$ cat src/rtl/ctu_pkg.sv
`timescale 1ns/1ps
package ctu_pkg;

    typedef enum logic [1:0] {
        REG_CTRL   = 2'd0,
        REG_STAT   = 2'd1,
        REG_DEC    = 2'd2,
        REG_RELOAD = 2'd3
    } ctu_reg_e;

    // Control word field positions
    localparam int C_WP_LO  = 30;
    localparam int C_WRC_LO = 28;
    localparam int C_WIE    = 27;
    localparam int C_DIE    = 26;
    localparam int C_FP_LO  = 24;
    localparam int C_FIE    = 23;
    localparam int C_ARE    = 22;
    localparam int C_WPX_LO = 17;
    localparam int C_FPX_LO = 13;

    localparam logic [31:0] CTRL_BASE_MASK = 32'hFFC0_0000;
    localparam logic [31:0] CTRL_EXT_MASK  = 32'h001F_E000;

    // Status flags, packed so that they map onto word bits 31:26
    typedef struct packed {
        logic       enw;
        logic       wis;
        logic [1:0] wrs;
        logic       dis;
        logic       fis;
    } ctu_stat_t;

endpackage

$ cat src/rtl/ctu_tap_event.sv
`timescale 1ns/1ps
// Detects a 0-to-1 transition of a selected timebase bit on a tick.
module ctu_tap_event #(
    parameter int          TB_W     = 64,
    parameter bit          EXT_MODE = 1'b1,
    parameter logic [23:0] TAPS     = 24'd0
) (
    input  logic [TB_W-1:0] tb,
    input  logic            tick,
    input  logic [1:0]      period,
    input  logic [3:0]      ext,
    output logic            fire
);
    localparam logic [TB_W-1:0] ONE = TB_W'(1);

    logic [5:0]      idx;
    logic [TB_W-1:0] sel;
    logic [TB_W-1:0] tb_inc;

    generate
        if (EXT_MODE) begin : g_ext
            assign idx = {ext, period};
        end else begin : g_tab
            logic unused_ext;
            assign unused_ext = ^ext;
            assign idx = TAPS[period*6 +: 6];
        end
    endgenerate

    always_comb begin
        sel    = ONE << idx;
        tb_inc = tb + ONE;
        fire   = tick && ((tb & sel) == '0) && ((tb_inc & sel) != '0);
    end
endmodule

$ cat src/rtl/ctu_decrementer.sv
`timescale 1ns/1ps
// Next-value logic of the down counter with optional reload.
module ctu_decrementer #(
    parameter int DEC_W = 32
) (
    input  logic [DEC_W-1:0] dec_q,
    input  logic             tick,
    input  logic             auto_reload,
    input  logic [DEC_W-1:0] reload,
    input  logic             load,
    input  logic [DEC_W-1:0] load_val,
    output logic [DEC_W-1:0] dec_d,
    output logic             zero_hit
);
    localparam logic [DEC_W-1:0] ONE = DEC_W'(1);

    always_comb begin
        dec_d    = dec_q;
        zero_hit = 1'b0;
        if (load) begin
            dec_d = load_val;
        end else if (tick && (dec_q != '0)) begin
            zero_hit = (dec_q == ONE);
            if (zero_hit && auto_reload) begin
                dec_d = reload;
            end else begin
                dec_d = dec_q - ONE;
            end
        end
    end
endmodule

$ cat src/rtl/ctu_wdt_seq.sv
`timescale 1ns/1ps
// Watchdog escalation: arm, then interrupt, then reset.
module ctu_wdt_seq
    import ctu_pkg::*;
(
    input  logic      fire,
    input  ctu_stat_t stat_in,
    input  logic [1:0] rst_ctl,
    output ctu_stat_t stat_out,
    output logic      rst_pulse
);
    always_comb begin
        stat_out  = stat_in;
        rst_pulse = 1'b0;
        if (fire) begin
            if (!stat_in.enw) begin
                stat_out.enw = 1'b1;
            end else if (!stat_in.wis) begin
                stat_out.wis = 1'b1;
            end else if (rst_ctl != 2'd0) begin
                stat_out.wrs = rst_ctl;
                rst_pulse    = 1'b1;
            end
        end
    end
endmodule

$ cat src/rtl/cpu_timer_unit.sv
`timescale 1ns/1ps
module cpu_timer_unit
    import ctu_pkg::*;
#(
    parameter int          TB_W     = 64,
    parameter int          DEC_W    = 32,
    parameter bit          EXT_MODE = 1'b1,
    parameter logic [23:0] FIT_TAPS = {6'd21, 6'd17, 6'd13, 6'd9},
    parameter logic [23:0] WDT_TAPS = {6'd33, 6'd29, 6'd25, 6'd21}
) (
    input  logic            clk,
    input  logic            rst_n,
    input  logic            tick_en,
    input  logic            reg_wr,
    input  logic [1:0]      reg_addr,
    input  logic [31:0]     reg_wdata,
    output logic [31:0]     reg_rdata,
    output logic [TB_W-1:0] tb_o,
    output logic            irq_dec,
    output logic            irq_fit,
    output logic            irq_wdt,
    output logic            wdt_rst_req,
    output logic [1:0]      wdt_rst_code
);
    localparam logic [31:0] CTRL_MASK = EXT_MODE ? (CTRL_BASE_MASK | CTRL_EXT_MASK)
                                                 : CTRL_BASE_MASK;
    localparam logic [TB_W-1:0] TB_ONE = TB_W'(1);

    typedef struct packed {
        logic [31:0]      ctrl;
        ctu_stat_t        stat;
        logic [DEC_W-1:0] dec;
        logic [DEC_W-1:0] reload;
        logic [TB_W-1:0]  tb;
        logic             rst_req;
    } state_t;

    state_t s_q, s_d;

    logic             wr_ctrl, wr_stat, wr_dec, wr_rel;
    logic             fit_fire, wdt_fire, dec_hit, wdt_pulse;
    logic [DEC_W-1:0] dec_next;
    ctu_stat_t        stat_clr, stat_wdt;

    always_comb begin
        wr_ctrl  = reg_wr && (reg_addr == REG_CTRL);
        wr_stat  = reg_wr && (reg_addr == REG_STAT);
        wr_dec   = reg_wr && (reg_addr == REG_DEC);
        wr_rel   = reg_wr && (reg_addr == REG_RELOAD);
        stat_clr = s_q.stat & ~(wr_stat ? ctu_stat_t'(reg_wdata[31:26]) : ctu_stat_t'(6'd0));
    end

    ctu_tap_event #(.TB_W(TB_W), .EXT_MODE(EXT_MODE), .TAPS(FIT_TAPS)) u_fit_tap (
        .tb     (s_q.tb),
        .tick   (tick_en),
        .period (s_q.ctrl[C_FP_LO +: 2]),
        .ext    (s_q.ctrl[C_FPX_LO +: 4]),
        .fire   (fit_fire)
    );

    ctu_tap_event #(.TB_W(TB_W), .EXT_MODE(EXT_MODE), .TAPS(WDT_TAPS)) u_wdt_tap (
        .tb     (s_q.tb),
        .tick   (tick_en),
        .period (s_q.ctrl[C_WP_LO +: 2]),
        .ext    (s_q.ctrl[C_WPX_LO +: 4]),
        .fire   (wdt_fire)
    );

    ctu_decrementer #(.DEC_W(DEC_W)) u_dec (
        .dec_q       (s_q.dec),
        .tick        (tick_en),
        .auto_reload (s_q.ctrl[C_ARE]),
        .reload      (s_q.reload),
        .load        (wr_dec),
        .load_val    (reg_wdata[DEC_W-1:0]),
        .dec_d       (dec_next),
        .zero_hit    (dec_hit)
    );

    ctu_wdt_seq u_wseq (
        .fire      (wdt_fire),
        .stat_in   (stat_clr),
        .rst_ctl   (s_q.ctrl[C_WRC_LO +: 2]),
        .stat_out  (stat_wdt),
        .rst_pulse (wdt_pulse)
    );

    always_comb begin
        s_d         = s_q;
        s_d.tb      = tick_en ? (s_q.tb + TB_ONE) : s_q.tb;
        s_d.dec     = dec_next;
        s_d.stat    = stat_wdt;
        s_d.rst_req = wdt_pulse;
        if (dec_hit)  s_d.stat.dis = 1'b1;
        if (fit_fire) s_d.stat.fis = 1'b1;
        if (wr_ctrl)  s_d.ctrl     = reg_wdata & CTRL_MASK;
        if (wr_rel)   s_d.reload   = reg_wdata[DEC_W-1:0];
    end

    always_ff @(posedge clk or negedge rst_n) begin
        if (!rst_n) begin
            s_q <= '0;
        end else begin
            s_q <= s_d;
        end
    end

    always_comb begin
        case (reg_addr)
            REG_CTRL: reg_rdata = s_q.ctrl;
            REG_STAT: reg_rdata = {s_q.stat, 26'd0};
            REG_DEC:  reg_rdata = 32'(s_q.dec);
            default:  reg_rdata = 32'(s_q.reload);
        endcase
    end

    assign tb_o         = s_q.tb;
    assign irq_dec      = s_q.stat.dis && s_q.ctrl[C_DIE];
    assign irq_fit      = s_q.stat.fis && s_q.ctrl[C_FIE];
    assign irq_wdt      = s_q.stat.wis && s_q.ctrl[C_WIE];
    assign wdt_rst_req  = s_q.rst_req;
    assign wdt_rst_code = s_q.stat.wrs;

endmodule

$ cat config.mk
export PLATFORM = sky130hd
export DESIGN_NAME = cpu_timer_unit
export DESIGN_NICKNAME = d
export VERILOG_FILES = /design/src/rtl/ctu_pkg.sv /design/src/rtl/ctu_tap_event.sv /design/src/rtl/ctu_decrementer.sv /design/src/rtl/ctu_wdt_seq.sv /design/src/rtl/cpu_timer_unit.sv
export SDC_FILE = /design/constraint.sdc
export NUM_CORES = 1
export LEC_CHECK = 0
export ABC_AREA = 1
export BUFFER_PORTS_ARGS = -buffer_cell sky130_fd_sc_hd__buf_2
export CORE_ASPECT_RATIO = 1.2
export CORE_UTILIZATION = 32
export CTS_CLUSTER_DIAMETER = 60
export DETAILED_ROUTE_END_ITERATION = 12
export PLACE_DENSITY = 0.46
export SETUP_SLACK_MARGIN = 0.2
export SLEW_MARGIN = 20
export SYNTH_ARGS = -nofsm -noshare
export SYNTH_HDL_FRONTEND = slang
export SYNTH_SLANG_ARGS = --single-unit
$ cat constraint.sdc
create_clock -name clk -period 2.8 [get_ports clk]
set_clock_uncertainty 0.15 [all_clocks]
set_input_delay 0.14 -clock clk [delete_from_list [all_inputs] [get_ports clk]]
set_output_delay 0.14 -clock clk [all_outputs]
set_load 0.01 [all_outputs]
==> out/qor.csv, run 1 <==
metric,value,unit
CTS root buf,clkbuf_16,
Layout fillers,4453,
total power,10.2,mW
Avg WL per Cell,24.3,µm
first-pass GRT wire length,112000,µm
largest net degree at the start of global routing,118,
"Setup violations, final",1,
Ys Warns,0,
PwrDens,543,mW/mm²
first-pass iteration count of the detailed router,7,
chip height,225,µm
Max Cap Viol,0,
Num CTS Buffers,17,
CP peak stage delay,390,ps
Yosys reg bits,153,
R2R depth,18,
H-tree lvl count,4,
most common cell in the synthesized netlist,nand2_1,
Vias/cell,5.29,
multi-input logic area,0.00842,mm²
minimum clock period,2800,ps
Finished Cell Area,0.0187,mm²
Worst-Margin Slew,810,ps
"Seq/Total Area, Yosys",0.289,
failing checks,negative setup slack,
total track usage,0.372,
die area,0.0423,mm²
Antenna Violating Nets Remaining,0,
CP Class,reg -> reg,
Area growth syn-to-layout,40.9,%
Post-DP Area,0.0165,mm²
RSZ-0062 raised after global routing,true,
Reg2Reg Setup Slack,-2,ps
worst vdd ir,0.494,mV
final setup margin,-1.97,ps
clk buf depth,2,
Pins Over Slew Limit,0,
Relative slew margins,0.455,
Max Fclk,357,MHz
vias,17000,
"Reg clk slew, reported paths",70,ps
syn nets,2259,
Hold/Removal Path Class,in -> reg,
Critical Path RT,3020,ps
clk sink count,153,
DP HPWL,63300,µm
Post-synth top cells,"nand2_1, nor2_1, inv_1",
routed wire length,78000,µm
post-synthesis cell count,2218,
layout cells sized above 1,0.285,
initial antenna violation count,0,
"EDFF count, synth",0,
vias in the first global route,17100,
final hold slack,95.7,ps
CTS tree,yes,
boundary pin count,140,
FF+latch area,0.00385,mm²
RR Endpoint,wdt_rst_code[1],
ys flop type,dfrtp_1,
worst hold stages,4,
Yosys cell types,46,
type of origin of the critical path,flip-flop,
initial detailed-routing violation count,1412,
Final Cycle Share,1.00,
Final nets,2700,
Hold Fails Final Rpt,0,
main area contributors after synthesis,"dfrtp_1, nand2_1, nor2_1, o21ai_0, inv_1",
Worst-Skew Late Latency,480,ps
DRC,0,
crit-path max FO,4,
CP arrival,3020,ps
gp weighted congestion,1.07,
final core occ,0.458,
post-synth top area share,0.289,
Hold EP,tb_o[61],
total core area,0.0408,mm²
Synth area leader,dfrtp_1,
status,finished with violations,
initial core utilization,0.325,
IO buf count,139,
worst hold start,tick_en,
average size of a mapped cell,5.98,µm²
P_leak,9.16,nW
Die Wd,188,µm
cells along the critical path,buf_4 -> nand2_2 -> nor2_2 -> nand2_1 -> buf_4 -> nor2_2 -> buf_4 -> nand4_1 -> nand2_4 -> nand2_2 -> nand2_2 -> nor2_2 -> nand2_2 -> nor2_4 -> nand3_4 -> nand2_4 -> nand2_2 -> nand2_1,
Post-Syn Area,0.0133,mm²
r2r startpoint,tb_o[27],
Worst path most repeated cell,nand2_2,
gr ovfl total,0,
"FFs w/ async S/R, synth",1.00,
Worst setup EP type,flip-flop,
CP max stage cell,dfrtp_1,
cell row count,81,
-- report_power, final --
group	internal [mW]	switching (mW)	total [mW]
registers	2.66	0.499	3.16
clock network	1.37	1.16	2.53
logic	1.72	2.75	4.47
-- how the worst max path moves through the flow --
stage              from               to  cells after the start
2_1_floorplan   tb_o[0]         s_q[134]                     16
3_3_place_gp    tb_o[9]  wdt_rst_code[1]                     18
3_5_place_dp   tb_o[24]         s_q[134]                     18
4_1_cts         tb_o[1]  wdt_rst_code[1]                     19
5_1_grt         tb_o[3]         s_q[133]                     19
6_report       tb_o[27]  wdt_rst_code[1]                     18
-- cells by family after synthesis --
logic type | after synthesis | share of synthesized area
XOR/XNOR | 18 | 0.0119
multiplexers | 2 | 0.00160
buffers and inverters | 363 | 0.123
adder cells (fa/ha/maj) | 3 | 0.00283
AND/OR/NAND/NOR | 1392 | 0.442
flip-flops | 153 | 0.289
AO/OA/AOI/OAI | 287 | 0.131
-- per-layer routing --
| metal | wire length, µm | track usage | share of wire | up-vias |
|---|---|---|---|---|
| met4 | 6080 | 0.259 | 0.078 | 0 |
| met3 | 3500 | 0.0452 | 0.045 | 199 |
| met5 | 0 | 0 | 0 | - |
| met2 | 38700 | 0.667 | 0.50 | 652 |
| met1 | 29800 | 0.408 | 0.38 | 8136 |
| li1 | - | - | - | 8005 |
-- critical path, delay by kind of cell, from the launching register on --
kind	cells	cell delay (ps)
buffers and inverters	3	440
DFF	1	390
and+or+nand+nor	15	1700
-- cell usage in the layout, fill, tap and decap left out, drive strengths merged, types with 2 or more instances in the layout --
master	count
o21ai	180
nand2	771
nor4	13
dlygate4sd3	33
nor3b	2
xor2	17
and2	19
bufinv	2
o311ai	2
nor2	355
nand3b	10
inv	218
a31oi	2
nor3	29
o22ai	18
clkinvlp	3
buf	535
o21bai	4
clkbuf	20
a21oi	5
o2111ai	9
nand4	49
or2	7
dfrtp	153
ha	3
nand3	136
o221ai	33
a211oi	8
a221oi	2
a22o	6
o211ai	17
clkinv	5
-- layout make-up --
class,instances,share of cell area
Clock buffer,20,0.0244
Tap cell,539,0.0361
Timing Repair Buffer,568,0.232
Multi-Input combinational cell,1702,0.450
Sequential cell,153,0.206
Inverter,217,0.0438
Antenna cell,1,0.000134
Clock inverter,11,0.00723
-- flip-flops by register name (all words and copies together) (netlist names) --
signal / cells
s_q: 86
wdt_rst_code: 2
tb_o: 64
wdt_rst_req: 1
-- per-stage QoR --
stage	setup TNS, ps	cells	setup slack [ps]
2_1_floorplan	0	2218	484
3_3_place_gp	-1830	3084	-321
3_5_place_dp	-1710	3084	-301
4_1_cts	0	3197	62.1
5_1_grt	-285	3210	-61.9
6_report	-1.97	3211	-1.97
-- repair_timing --
action                     4_1_cts  5_1_grt
setup endpoints to repair       18       24
buffers inserted                47       13
gates cloned                     1        0
pin swaps                       53       41
hold buffers                    34        0
hold endpoints to repair       237        0
gates resized for setup        138       72
(Power assumes the default switching activity.)
==> run 2, diff against run 1 <==
--- a/config.mk
+++ b/config.mk
@@ -12,6 +12,7 @@
 export CTS_CLUSTER_DIAMETER = 60
 export DETAILED_ROUTE_END_ITERATION = 12
 export PLACE_DENSITY = 0.46
+export REMOVE_ABC_BUFFERS = 1
 export SETUP_SLACK_MARGIN = 0.2
 export SLEW_MARGIN = 20
 export SYNTH_ARGS = -nofsm -noshare
==> out/qor.csv, run 2 (synthesis gave the netlist of run 1 again) <==
metric,value,unit,change
chip height,225,µm,unchanged
Worst-Margin Slew,905,ps,was 810 ps
PwrDens,560,mW/mm²,was 543 mW/mm²
total power,9.85,mW,was 10.2 mW
RSZ-0062 raised after global routing,true,,unchanged
first-pass iteration count of the detailed router,7,,unchanged
Worst setup EP type,flip-flop,,unchanged
H-tree lvl count,4,,unchanged
Final Non-Filler Cells,3126,,was 3211
r2r startpoint,tb_o[25],,was tb_o[27]
"commonest non-fill, non-tap cell in the layout",nand2_1,,unchanged
initial antenna violation count,0,,unchanged
DRC,0,,unchanged
P_leak,8.52,nW,was 9.16 nW
"Setup violations, final",3,,was 1
CP Class,reg -> reg,,unchanged
die area,0.0423,mm²,unchanged
vias in the first global route,16300,,was 17100
failing checks,negative setup slack,,unchanged
worst vdd ir,0.493,mV,was 0.494 mV
crit-path max FO,5,,was 4
clk buf depth,2,,unchanged
type of origin of the critical path,flip-flop,,unchanged
clk sink count,153,,unchanged
minimum clock period,2810,ps,was 2800 ps
DP HPWL,58500,µm,was 63300 µm
gr ovfl total,0,,unchanged
Max Cap Viol,0,,unchanged
cell row count,81,,unchanged
initial detailed-routing violation count,1405,,was 1412
Critical Path RT,3000,ps,was 3020 ps
routed wire length,71800,µm,was 78000 µm
Final nets,2614,,was 2700
CP arrival,3000,ps,was 3020 ps
CTS tree,yes,,unchanged
Vias/cell,5.27,,was 5.29
"Reg clk slew, reported paths",70,ps,about the same
Die Wd,188,µm,unchanged
RR Endpoint,s_q[134],,was wdt_rst_code[1]
Max Fclk,356,MHz,was 357 MHz
Placed Cells,3036,,was 3084
Hold/Removal Path Class,in -> async,,was in -> reg
Worst-Skew Late Latency,480,ps,about the same
Area growth syn-to-layout,32.7,%,was 40.9%
Relative slew margins,0.391,,was 0.455
IO buf count,139,,unchanged
largest net degree at the start of global routing,118,,unchanged
Reg2Reg Setup Slack,-7,ps,was -2 ps
Finished Cell Area,0.0176,mm²,was 0.0187 mm²
Final Cycle Share,1.00,,about the same
Post-DP Area,0.0161,mm²,was 0.0165 mm²
Layout fillers,4533,,was 4453
Antenna Violating Nets Remaining,0,,unchanged
FF+latch area,0.00384,mm²,was 0.00385 mm²
Pins Over Slew Limit,0,,unchanged
CTS root buf,clkbuf_16,,unchanged
Hold Fails Final Rpt,0,,unchanged
Largest register FFs,86,,unchanged
vias,16500,,was 17000
Largest Register,s_q,,unchanged
Num CTS Buffers,17,,unchanged
status,finished with violations,,unchanged
final setup margin,-6.81,ps,was -1.97 ps
total track usage,0.342,,was 0.372
layout cells sized above 1,0.236,,was 0.285
initial core utilization,0.325,,unchanged
most frequent cells in the layout,"nand2_1, nor2_1, buf_4",,"was nand2_1, buf_4, nor2_1"
total core area,0.0408,mm²,unchanged
Avg WL per Cell,23.0,µm,was 24.3 µm
R2R depth,17,,was 18
first-pass GRT wire length,105000,µm,was 112000 µm
multi-input logic area,0.00815,mm²,was 0.00842 mm²
gp weighted congestion,1.07,,about the same
boundary pin count,140,,unchanged
## run 2: changes by cell type in the layout (fill, tap and decap cells not counted), sizes merged
cell / delta
dlygate4sd3: +1
clkinv: +1
buf: -88
clkbuf: +1
inv: -1
nor2: +1
## run 2: timing repair
| action | in CTS | in global routing |
|---|---|---|
| pin swaps | 21 | 31 |
| cloned | 0 | 1 |
| endpoints found under the setup margin | 8 | 18 |
| setup buffers | 15 | 7 |
| endpoints found under the hold margin | 212 | 0 |
| gates resized for setup | 51 | 66 |
| hold buffers | 34 | 0 |
## run 2: per-stage QoR
step / setup TNS, ps / utilization / setup slack [ps] / hold slack, ps
4_1_cts: -32.4 / 0.424 / -18.9 / 59.5
5_1_grt: -777 / 0.431 / -153 / 96.2
3_5_place_dp: -1700 / 0.394 / -328 / -9.95
3_3_place_gp: -1630 / 0.394 / -295 / -13.6
2_1_floorplan: -1740 / - / -376 / -306
6_report: -8.51 / 0.431 / -6.81 / 52.2
## run 2: worst max-delay path, cell delays in order (launching register included)
cell	delay [ps]
dfrtp_1	400
buf_4	180
nand2_2	120
nor2_4	180
nand2_1	120
nor2_4	180
nand2_2	70
buf_4	150
nand2_1	50
nand2_1	90
nand2_1	70
nand2_1	70
nor2_2	120
nand2_2	110
nor3_4	260
nand3_4	180
nand2_4	120
nand2_1	50
## run 2: worst max path at each step
stage             start         endpoint  slack, ps  depth (start not counted)
2_1_floorplan  s_q[155]  wdt_rst_code[1]       -380                         11
3_3_place_gp   tb_o[25]  wdt_rst_code[1]       -290                         18
3_5_place_dp   tb_o[25]         s_q[134]       -330                         17
4_1_cts         tb_o[1]         s_q[133]        -20                         18
5_1_grt        tb_o[10]         s_q[133]       -150                         17
6_report       tb_o[25]         s_q[134]         -7                         17
## run 2: per-layer routing
metal,up-vias,wire length [µm],global-route usage
li1,7833,-,-
met5,-,0,0
met3,182,3300,0.0394
met2,642,35500,0.608
met4,0,4930,0.227
met1,7805,28100,0.384
## run 2: layout make-up
class                   count  area share
diodes                      1    0.000142
clock buffers              21      0.0267
clock inverters            11     0.00768
inverters                 217      0.0463
multi-input cells        1703       0.463
flip-flops and latches    153       0.218
well taps                 539      0.0383
repair buffers            481       0.200
## run 2: where the power goes
part	internal [mW]	switching (mW)	leakage [nW]
sequential	2.65	0.520	1.95
clock	1.40	1.13	0.287
combinational	1.55	2.60	6.28
